File: src/rtl/scan_xlate_pkg.sv
package scan_xlate_pkg;
    localparam int unsigned XL_STAGES = 3;
    localparam int unsigned XL_CNT_W  = $clog2(XL_STAGES);

    typedef enum logic [1:0] {
        XL_IDLE   = 2'd0,
        XL_EMIT   = 2'd1,
        XL_SAMPLE = 2'd2,
        XL_FINISH = 2'd3
    } xl_state_e;

    typedef enum logic {
        OP_JUSTIFY = 1'b0,
        OP_OBSERVE = 1'b1
    } xl_op_e;

    typedef enum logic {
        EQ_PLAIN     = 1'b0,
        EQ_DISGUISED = 1'b1
    } xl_eq_e;
endpackage

File: src/rtl/xlate_eqn.sv
// Fixed linear equations for the three-stage chain.
// Bit i of a state vector is stage y(i+1); bit i of a sequence is x(i) or z(i).
module xlate_eqn
    import scan_xlate_pkg::*;
(
    input  xl_eq_e                 jmode,
    input  logic [XL_STAGES-1:0]   want,
    output logic [XL_STAGES-1:0]   seq,
    input  xl_eq_e                 omode,
    input  logic [XL_STAGES-1:0]   zvec,
    output logic [XL_STAGES-1:0]   recov
);
    // Justify: first bit lands in the last stage, last bit in the first stage.
    always_comb begin
        seq[0] = want[2];
        seq[1] = want[1];
        seq[2] = want[0];
        if (jmode == EQ_DISGUISED) begin
            seq[0] = want[2] ^ want[1];
        end
    end

    // Observe: first bit out came from the last stage.
    always_comb begin
        recov[0] = zvec[2];
        recov[1] = zvec[1];
        recov[2] = zvec[0];
        if (omode == EQ_DISGUISED) begin
            recov[2] = zvec[0] ^ zvec[1];
        end
    end
endmodule

File: src/rtl/xlate_ctrl.sv
module xlate_ctrl
    import scan_xlate_pkg::*;
(
    input  logic   clk,
    input  logic   rst_n,
    input  logic   start,
    input  xl_op_e op,
    output logic   accept,
    output logic   emit,
    output logic   sample,
    output logic   last,
    output logic   busy,
    output logic   done
);
    xl_state_e             state_q;
    xl_state_e             state_d;
    logic [XL_CNT_W-1:0]   cnt_q;
    logic                  run;

    localparam logic [XL_CNT_W-1:0] CNT_LAST = XL_CNT_W'(XL_STAGES - 1);

    assign run  = (state_q == XL_EMIT) || (state_q == XL_SAMPLE);
    assign last = (cnt_q == CNT_LAST);

    always_ff @(posedge clk) begin
        if (!rst_n) begin
            state_q <= XL_IDLE;
        end else begin
            state_q <= state_d;
        end
    end

    always_ff @(posedge clk) begin
        if (!rst_n) begin
            cnt_q <= '0;
        end else if (run) begin
            cnt_q <= last ? '0 : cnt_q + 1'b1;
        end else begin
            cnt_q <= '0;
        end
    end

    always_comb begin
        state_d = state_q;
        unique case (state_q)
            XL_IDLE: begin
                if (start) begin
                    state_d = (op == OP_OBSERVE) ? XL_SAMPLE : XL_EMIT;
                end
            end
            XL_EMIT: begin
                if (last) state_d = XL_FINISH;
            end
            XL_SAMPLE: begin
                if (last) state_d = XL_FINISH;
            end
            XL_FINISH: begin
                state_d = XL_IDLE;
            end
            default: state_d = XL_IDLE;
        endcase
    end

    always_comb begin
        accept = 1'b0;
        emit   = 1'b0;
        sample = 1'b0;
        busy   = 1'b1;
        done   = 1'b0;
        unique case (state_q)
            XL_IDLE: begin
                busy   = 1'b0;
                accept = start;
            end
            XL_EMIT:   emit   = 1'b1;
            XL_SAMPLE: sample = 1'b1;
            XL_FINISH: done   = 1'b1;
            default:   busy   = 1'b0;
        endcase
    end
endmodule

File: src/rtl/xlate_serial.sv
// Parallel-load serialiser for justify, shift-in collector for observe.
module xlate_serial
    import scan_xlate_pkg::*;
(
    input  logic                  clk,
    input  logic                  rst_n,
    input  logic                  load,
    input  logic [XL_STAGES-1:0]  load_val,
    input  logic                  emit,
    output logic                  ser_bit,
    input  logic                  sample,
    input  logic                  ser_in,
    output logic [XL_STAGES-1:0]  znext
);
    logic [XL_STAGES-1:0] out_q;
    logic [XL_STAGES-1:0] in_q;

    always_ff @(posedge clk) begin
        if (!rst_n) begin
            out_q <= '0;
        end else if (load) begin
            out_q <= load_val;
        end else if (emit) begin
            out_q <= {1'b0, out_q[XL_STAGES-1:1]};
        end
    end

    always_ff @(posedge clk) begin
        if (!rst_n) begin
            in_q <= '0;
        end else if (sample) begin
            in_q <= znext;
        end
    end

    assign ser_bit = out_q[0];
    // After the last sample, bit 0 holds the first bit taken in.
    assign znext   = {ser_in, in_q[XL_STAGES-1:1]};
endmodule

File: src/rtl/scan_xlate.sv
module scan_xlate
    import scan_xlate_pkg::*;
(
    input  logic                  clk,
    input  logic                  rst_n,
    input  logic                  start,
    input  logic                  op,
    input  logic                  mode,
    input  logic [XL_STAGES-1:0]  target,
    input  logic                  scan_in,
    output logic                  scan_out,
    output logic                  scan_out_vld,
    output logic [XL_STAGES-1:0]  state_out,
    output logic                  busy,
    output logic                  done
);
    logic                  accept;
    logic                  emit;
    logic                  sample;
    logic                  last;
    logic                  load;
    xl_eq_e                mode_q;
    logic [XL_STAGES-1:0]  seq;
    logic [XL_STAGES-1:0]  znext;
    logic [XL_STAGES-1:0]  recov;
    logic [XL_STAGES-1:0]  state_q;

    xlate_ctrl u_ctrl (
        .clk    (clk),
        .rst_n  (rst_n),
        .start  (start),
        .op     (xl_op_e'(op)),
        .accept (accept),
        .emit   (emit),
        .sample (sample),
        .last   (last),
        .busy   (busy),
        .done   (done)
    );

    assign load = accept && (xl_op_e'(op) == OP_JUSTIFY);

    always_ff @(posedge clk) begin
        if (!rst_n) begin
            mode_q <= EQ_PLAIN;
        end else if (accept) begin
            mode_q <= xl_eq_e'(mode);
        end
    end

    xlate_eqn u_eqn (
        .jmode (xl_eq_e'(mode)),
        .want  (target),
        .seq   (seq),
        .omode (mode_q),
        .zvec  (znext),
        .recov (recov)
    );

    xlate_serial u_ser (
        .clk      (clk),
        .rst_n    (rst_n),
        .load     (load),
        .load_val (seq),
        .emit     (emit),
        .ser_bit  (scan_out),
        .sample   (sample),
        .ser_in   (scan_in),
        .znext    (znext)
    );

    always_ff @(posedge clk) begin
        if (!rst_n) begin
            state_q <= '0;
        end else if (sample && last) begin
            state_q <= recov;
        end
    end

    assign state_out    = state_q;
    assign scan_out_vld = emit;
endmodule

File: config.mk
export PLATFORM = sky130hd
export DESIGN_NAME = scan_xlate
export DESIGN_NICKNAME = d
export VERILOG_FILES = /design/src/rtl/scan_xlate_pkg.sv /design/src/rtl/xlate_eqn.sv /design/src/rtl/xlate_ctrl.sv /design/src/rtl/xlate_serial.sv /design/src/rtl/scan_xlate.sv
export SDC_FILE = /design/constraint.sdc
export NUM_CORES = 1
export LEC_CHECK = 0
export BUFFER_PORTS_ARGS = -buffer_cell sky130_fd_sc_hd__buf_2
export CAP_MARGIN = 0
export CORE_MARGIN = 2
export CORE_UTILIZATION = 25
export DETAILED_ROUTE_END_ITERATION = 7
export GPL_ROUTABILITY_DRIVEN = 0
export PLACE_DENSITY = 0.55
export SLEW_MARGIN = 20
export SYNTH_ARGS = -nofsm -noshare
export SYNTH_HDL_FRONTEND = slang
export SYNTH_HIERARCHICAL = 1
export SYNTH_SLANG_ARGS = --single-unit
export TNS_END_PERCENT = 20
File: constraint.sdc
create_clock -name clk -period 1.7 [get_ports clk]
set_input_delay 0.17 -clock clk [delete_from_list [all_inputs] [get_ports clk]]
set_output_delay 0.17 -clock clk [all_outputs]
set_load 0.01 [all_outputs]
* Yosys cells after proc, flatten, opt, wreduce, memory -nomap -nowiden
Cells that the tools add are included. Widths: inputs -> output; s select.
Cells by class: $add $sub $neg 1, multiply operators 0, divide/modulo/power cells 0, magnitude comparators 0, equality and inequality tests 6, shifts and indexed selects 0, mux-type cells 13, bitwise gates (word level) 5, reductions and logical operators 8
Operators with widths (count):
- $mux 1 | 7
- $eq 2x2->1 const B | 3
- $mux 2 | 3
- $mux 3 | 2
- $pmux 2 s3 | 1
- $not 1->1 | 3
- $reduce_or 3->1 | 1
- $add 2x1->2 const B | 1
- $eq 2x1->1 const B | 1
- $logic_and 1x1->1 | 2
- $logic_not 2->1 | 1
- $ne 2x1->1 const B | 1
- $ne 2x2->1 const B | 1
- $reduce_and 2->1 | 1
- $reduce_bool 2->1 | 1
- $reduce_or 2->1 | 1
- $xor 1x1->1 | 2
- $logic_or 1x1->1 | 1
Word-level totals: register bits 14, latch bits 0, RAM bits 0, ROM bits 0, bits of input ports 9, output and inout port bits 7, word-level logic and storage cells 39, memories kept 0

* Depth between registers and ports, before layout
depth after elaboration 4, mapped depth 6, mapped depth without buffers 6

* Hierarchy
Netlist, hierarchy kept.
By module, submodules not included:
- xlate_ctrl | times used 1, cells an instance 30, area each 269.0 µm², sequential area each 80.1 µm²
- xlate_serial | times used 1, cells an instance 19, area each 217.7 µm², sequential area each 100.1 µm²
- scan_xlate | times used 1, cells an instance 17, area each 167.7 µm², sequential area each 80.1 µm²
- xlate_eqn | times used 1, cells an instance 8, area each 55.1 µm², sequential area each 0.0 µm²

* Worst setup path before layout
No wires, ideal clock.
path kind reg2reg, from register u_ctrl.state_q[0], to register u_ser.out_q[2], setup time 0.070 ns, data arrival time 1.446 ns, required time 1.630 ns, setup slack 0.184 ns, cell stages (with the launch flop) 7, buffers on the path 0, clock period less this slack 1.516 ns, cells stage by stage dfxtp_1 > inv_1 > ha_1 > and2_1 > nor2b_1 > or3b_1 > a21boi_1
On the way: cells in the longest elaborated chain, start to end 4, elaborated cells on any way between the ends 7, classes of those cells 1 x eq/ne; 3 x mux; 3 x reduce/logical
Ends and longest elaborated chain:
- start: declaration | RTL line xlate_ctrl.sv:15 | xl_state_e state_q;
- start signal: assignment | RTL line xlate_ctrl.sv:29 | state_q <= state_d;
- $logic_not 2->1 * | RTL line xlate_ctrl.sv:70 | unique case (state_q)
- $mux 1 * | RTL line xlate_ctrl.sv:70
- net accept | RTL line scan_xlate.sv:17 | logic accept;
- $logic_and 1x1->1 * | RTL line scan_xlate.sv:41 | assign load = accept && (xl_op_e'(op) == OP_JUSTIFY);
- net load | RTL line scan_xlate.sv:21 | logic load;
- $mux 3 / $reduce_bool 2->1 (equally long branches)
- end signal: assignment | RTL line xlate_serial.sv:22 | out_q <= load_val;
- end signal: assignment | RTL line xlate_serial.sv:24 | out_q <= {1'b0, out_q[XL_STAGES-1:1]};
- end: declaration | RTL line xlate_serial.sv:15 | logic [XL_STAGES-1:0] out_q;
Mark *: on every way through the listed nets, which the timed path passes. The rest lies on a longest branch. A chain may end at the register's enable or synchronous reset.

* Worst setup path after layout
Ends and elaborated chain as after synthesis.

==> key figures <==
Status
  – Status: complete, no violations

Clocking
  – Clock Latency Late Sink: 0.27 ns
  – CTS Sinks: 13
  – CTS max path bufs: 2
  – # hold bufs at CTS: 0
  – # H-tree levels: 1
  – Cts bufs inserted: 3
  – TritonCTS clock tree: done
  – Post-CTS Resized: 0
  – CTS root buffer: clkbuf_4
  – Post-CTS setup buffer count: 0
  – Worst-path clk slew: 0.08 ns

Placed design
  – # port buffers: 15
  – Placed cell area: 801 um2
  – Dpl hpwl: 1.02 mm
  – Placed cells: 117

GRT
  – Largest net degree at the start of global routing: 16
  – Global-route wire length before repair: 2.06 mm
  – Antenna violations before repair: 0
  – Tot GR Track Use: 0.0819
  – Gr ovfl total: 0
  – Vias in the first global route: 493

Logic synthesis
  – Average cell area after synthesis: 9.59 um2
  – #FFs+latches synth: 13
  – Yosys warns: 6
  – Post-synthesis cell type count: 23
  – Mapped Nets: 89
  – Synth top area share: 0.367
  – Synth top area cells: dfxtp_1 37%, ha_1 11%, buf_4 5.3%
  – Seq/Total Area, Yosys: 0.367
  – Cell Area, Synth: 709 um2
  – Synth area leader: dfxtp_1
  – Syn Inst Count: 74

Pwr
  – Power Dens Cells: 1240 nW/um2
  – Leakage: 0.000382 uW
  – Worst vdd ir: 0.000544 V

Floorplan
  – Core area: 2730 um2
  – Die area: 3280 um2
  – Die H: 57.3 um
  – I/O pin total: 16
  – Initial core utilization: 0.259
  – Die X: 57.3 um
  – Row count: 19

Route
  – Drt via density: 4.28
  – Final WL: 1.29 mm
  – Via Count: 518
  – Detail Route Antenna Nets: 0
  – Pre-antenna DRT Iters: 1
  – Initial DRC count: 0
  – Drt drc: 0
  – WL/cell: 10.6 um

Timing
  – Period utilization: 0.926
  – Setup TNS: 0 ns
  – Clock skew: 0.00430 ns
  – Slew Limit Fails: 0
  – FMAX: 0.636 GHz
  – Slew @ Worst Pin: 0.399 ns
  – Worst hold margin: 0.149 ns
  – Final min period: 1.57 ns
  – Rel. slew slack: 0.727
  – RSZ-0062 raised after global routing: false
  – Fin. Hold Viols: 0
  – Final setup vio count: 0

Setup path
  – FF-to-FF Start: u_ctrl/state_q[0]
  – CP Class: reg2reg
  – Crit end category: flop
  – Worst reg-to-reg path cell count: 6
  – Critical path arrival: 1.78 ns
  – R2R Setup Slk: 0.13 ns
  – R2r endpoint: u_ser/out_q[2]
  – CP startpoint kind: flop
  – Worst EP required: 1.90 ns
  – CP Max Fanout: 6

Finish
  – Area delta synth->final: 16.9%
  – Antenna cells: 0
  – Final #Nets: 106
  – Share of cells above drive strength 1: 0.311
  – Cell Count, Final, Fillers Out: 121
  – Post-route cell area: 830 um2

Worst hold path
  – Worst hold path class: in2reg
  – Hold Path Origin: target[0]
  – Hold Path Stages: 3
  – Worst Hold Endpoint: u_ser/out_q[2]

Flow run
  – Maxcap violations: 0
power breakdown:
part,leakage [uW],internal (uW),switching (uW),total [uW]
Sequential,0.000106,364,27.4,391
Clock,0.0000150,90.7,97.2,188
Combinational,0.000261,218,231,449
Total,0.000382,672,356,1030
flip-flops by register name, indices dropped and copies added (netlist names):
signal          flops
state_out           3
u_ser/out_q         3
u_ctrl/cnt_q        2
u_ctrl/state_q      2
u_ser/in_q          2
mode_q              1
critical path: stages, from the launching register on:
cell and delay (ns):
dfxtp_1 0.33, inv_1 0.07, ha_1 0.24, and2_1 0.17
nor2b_2 0.18, or3b_1 0.37, a21boi_1 0.15
cells by family (layout without fill, tap and decap cells):
logic type	Yosys count	in the layout	synth area share
flops	13	13	0.367
mux	5	5	0.0741
simple gates	28	28	0.235
xor+xnor	2	2	0.0247
fa+ha+maj	6	6	0.106
compound gates	10	10	0.115
buf+inv	10	26	0.0794
per-layer routing:
metal	GRT usage	part of all wire
met1	0.0999	0.45
met2	0.135	0.51
met3	0.0204	0.049
met4	0.0399	0
met5	0	0
area by class of cell:
type | instances | area (um2)
sequential | 13 | 260
tap | 31 | 38.8
timing repair buffer | 17 | 90.1
multi-input combinational | 51 | 395
fill | 288 | 1900
inverter | 5 | 18.8
clock buffer | 4 | 26.3
stage by stage:
stage / power, uW / utilization / worst slack [ns]
floorplan: 726 / - / 0.184
global placement: 834 / 0.293 / 0.193
detailed placement: 850 / 0.293 / 0.131
CTS: 1050 / 0.303 / 0.120
global route: 1110 / 0.303 / 0.0298
finish: 1030 / 0.303 / 0.127
cells in the mapped netlist (all sizes together):
library cell   n
nor2           2
or3b           1
ha             6
inv            5
mux2i          3
xnor2          2
nand2b         1
buf            5
o21ai          3
a21oi          2
a21boi         1
or2b           3
nor2b          7
a2111oi        2
nor3b          2
and2           2
o211a          2
nand2          7
dfxtp         13
mux2           2
nand4          3
cells in the final DEF (no fill, tap or decap), types with 5 or more instances in the layout:
cell type  synthesis  layout
inv_1              5       5
nor2b_1            6       5
dfxtp_1           13      13
ha_1               6       6
buf_2              0      15
nand2_1            7       7
how the worst max path moves through the flow:
stage                                 start        endpoint  slack (ns)
after floorplan           u_ctrl/state_q[0]  u_ser/out_q[2]        0.18
after global placement    u_ctrl/state_q[1]  u_ser/out_q[1]        0.19
after detailed placement  u_ctrl/state_q[1]  u_ser/out_q[1]        0.13
after CTS                 u_ctrl/state_q[1]  u_ser/out_q[1]        0.12
after global routing      u_ctrl/state_q[1]  u_ser/out_q[2]        0.03
final                     u_ctrl/state_q[0]  u_ser/out_q[2]        0.13
Note: power is estimated with default switching activity, not from simulation.
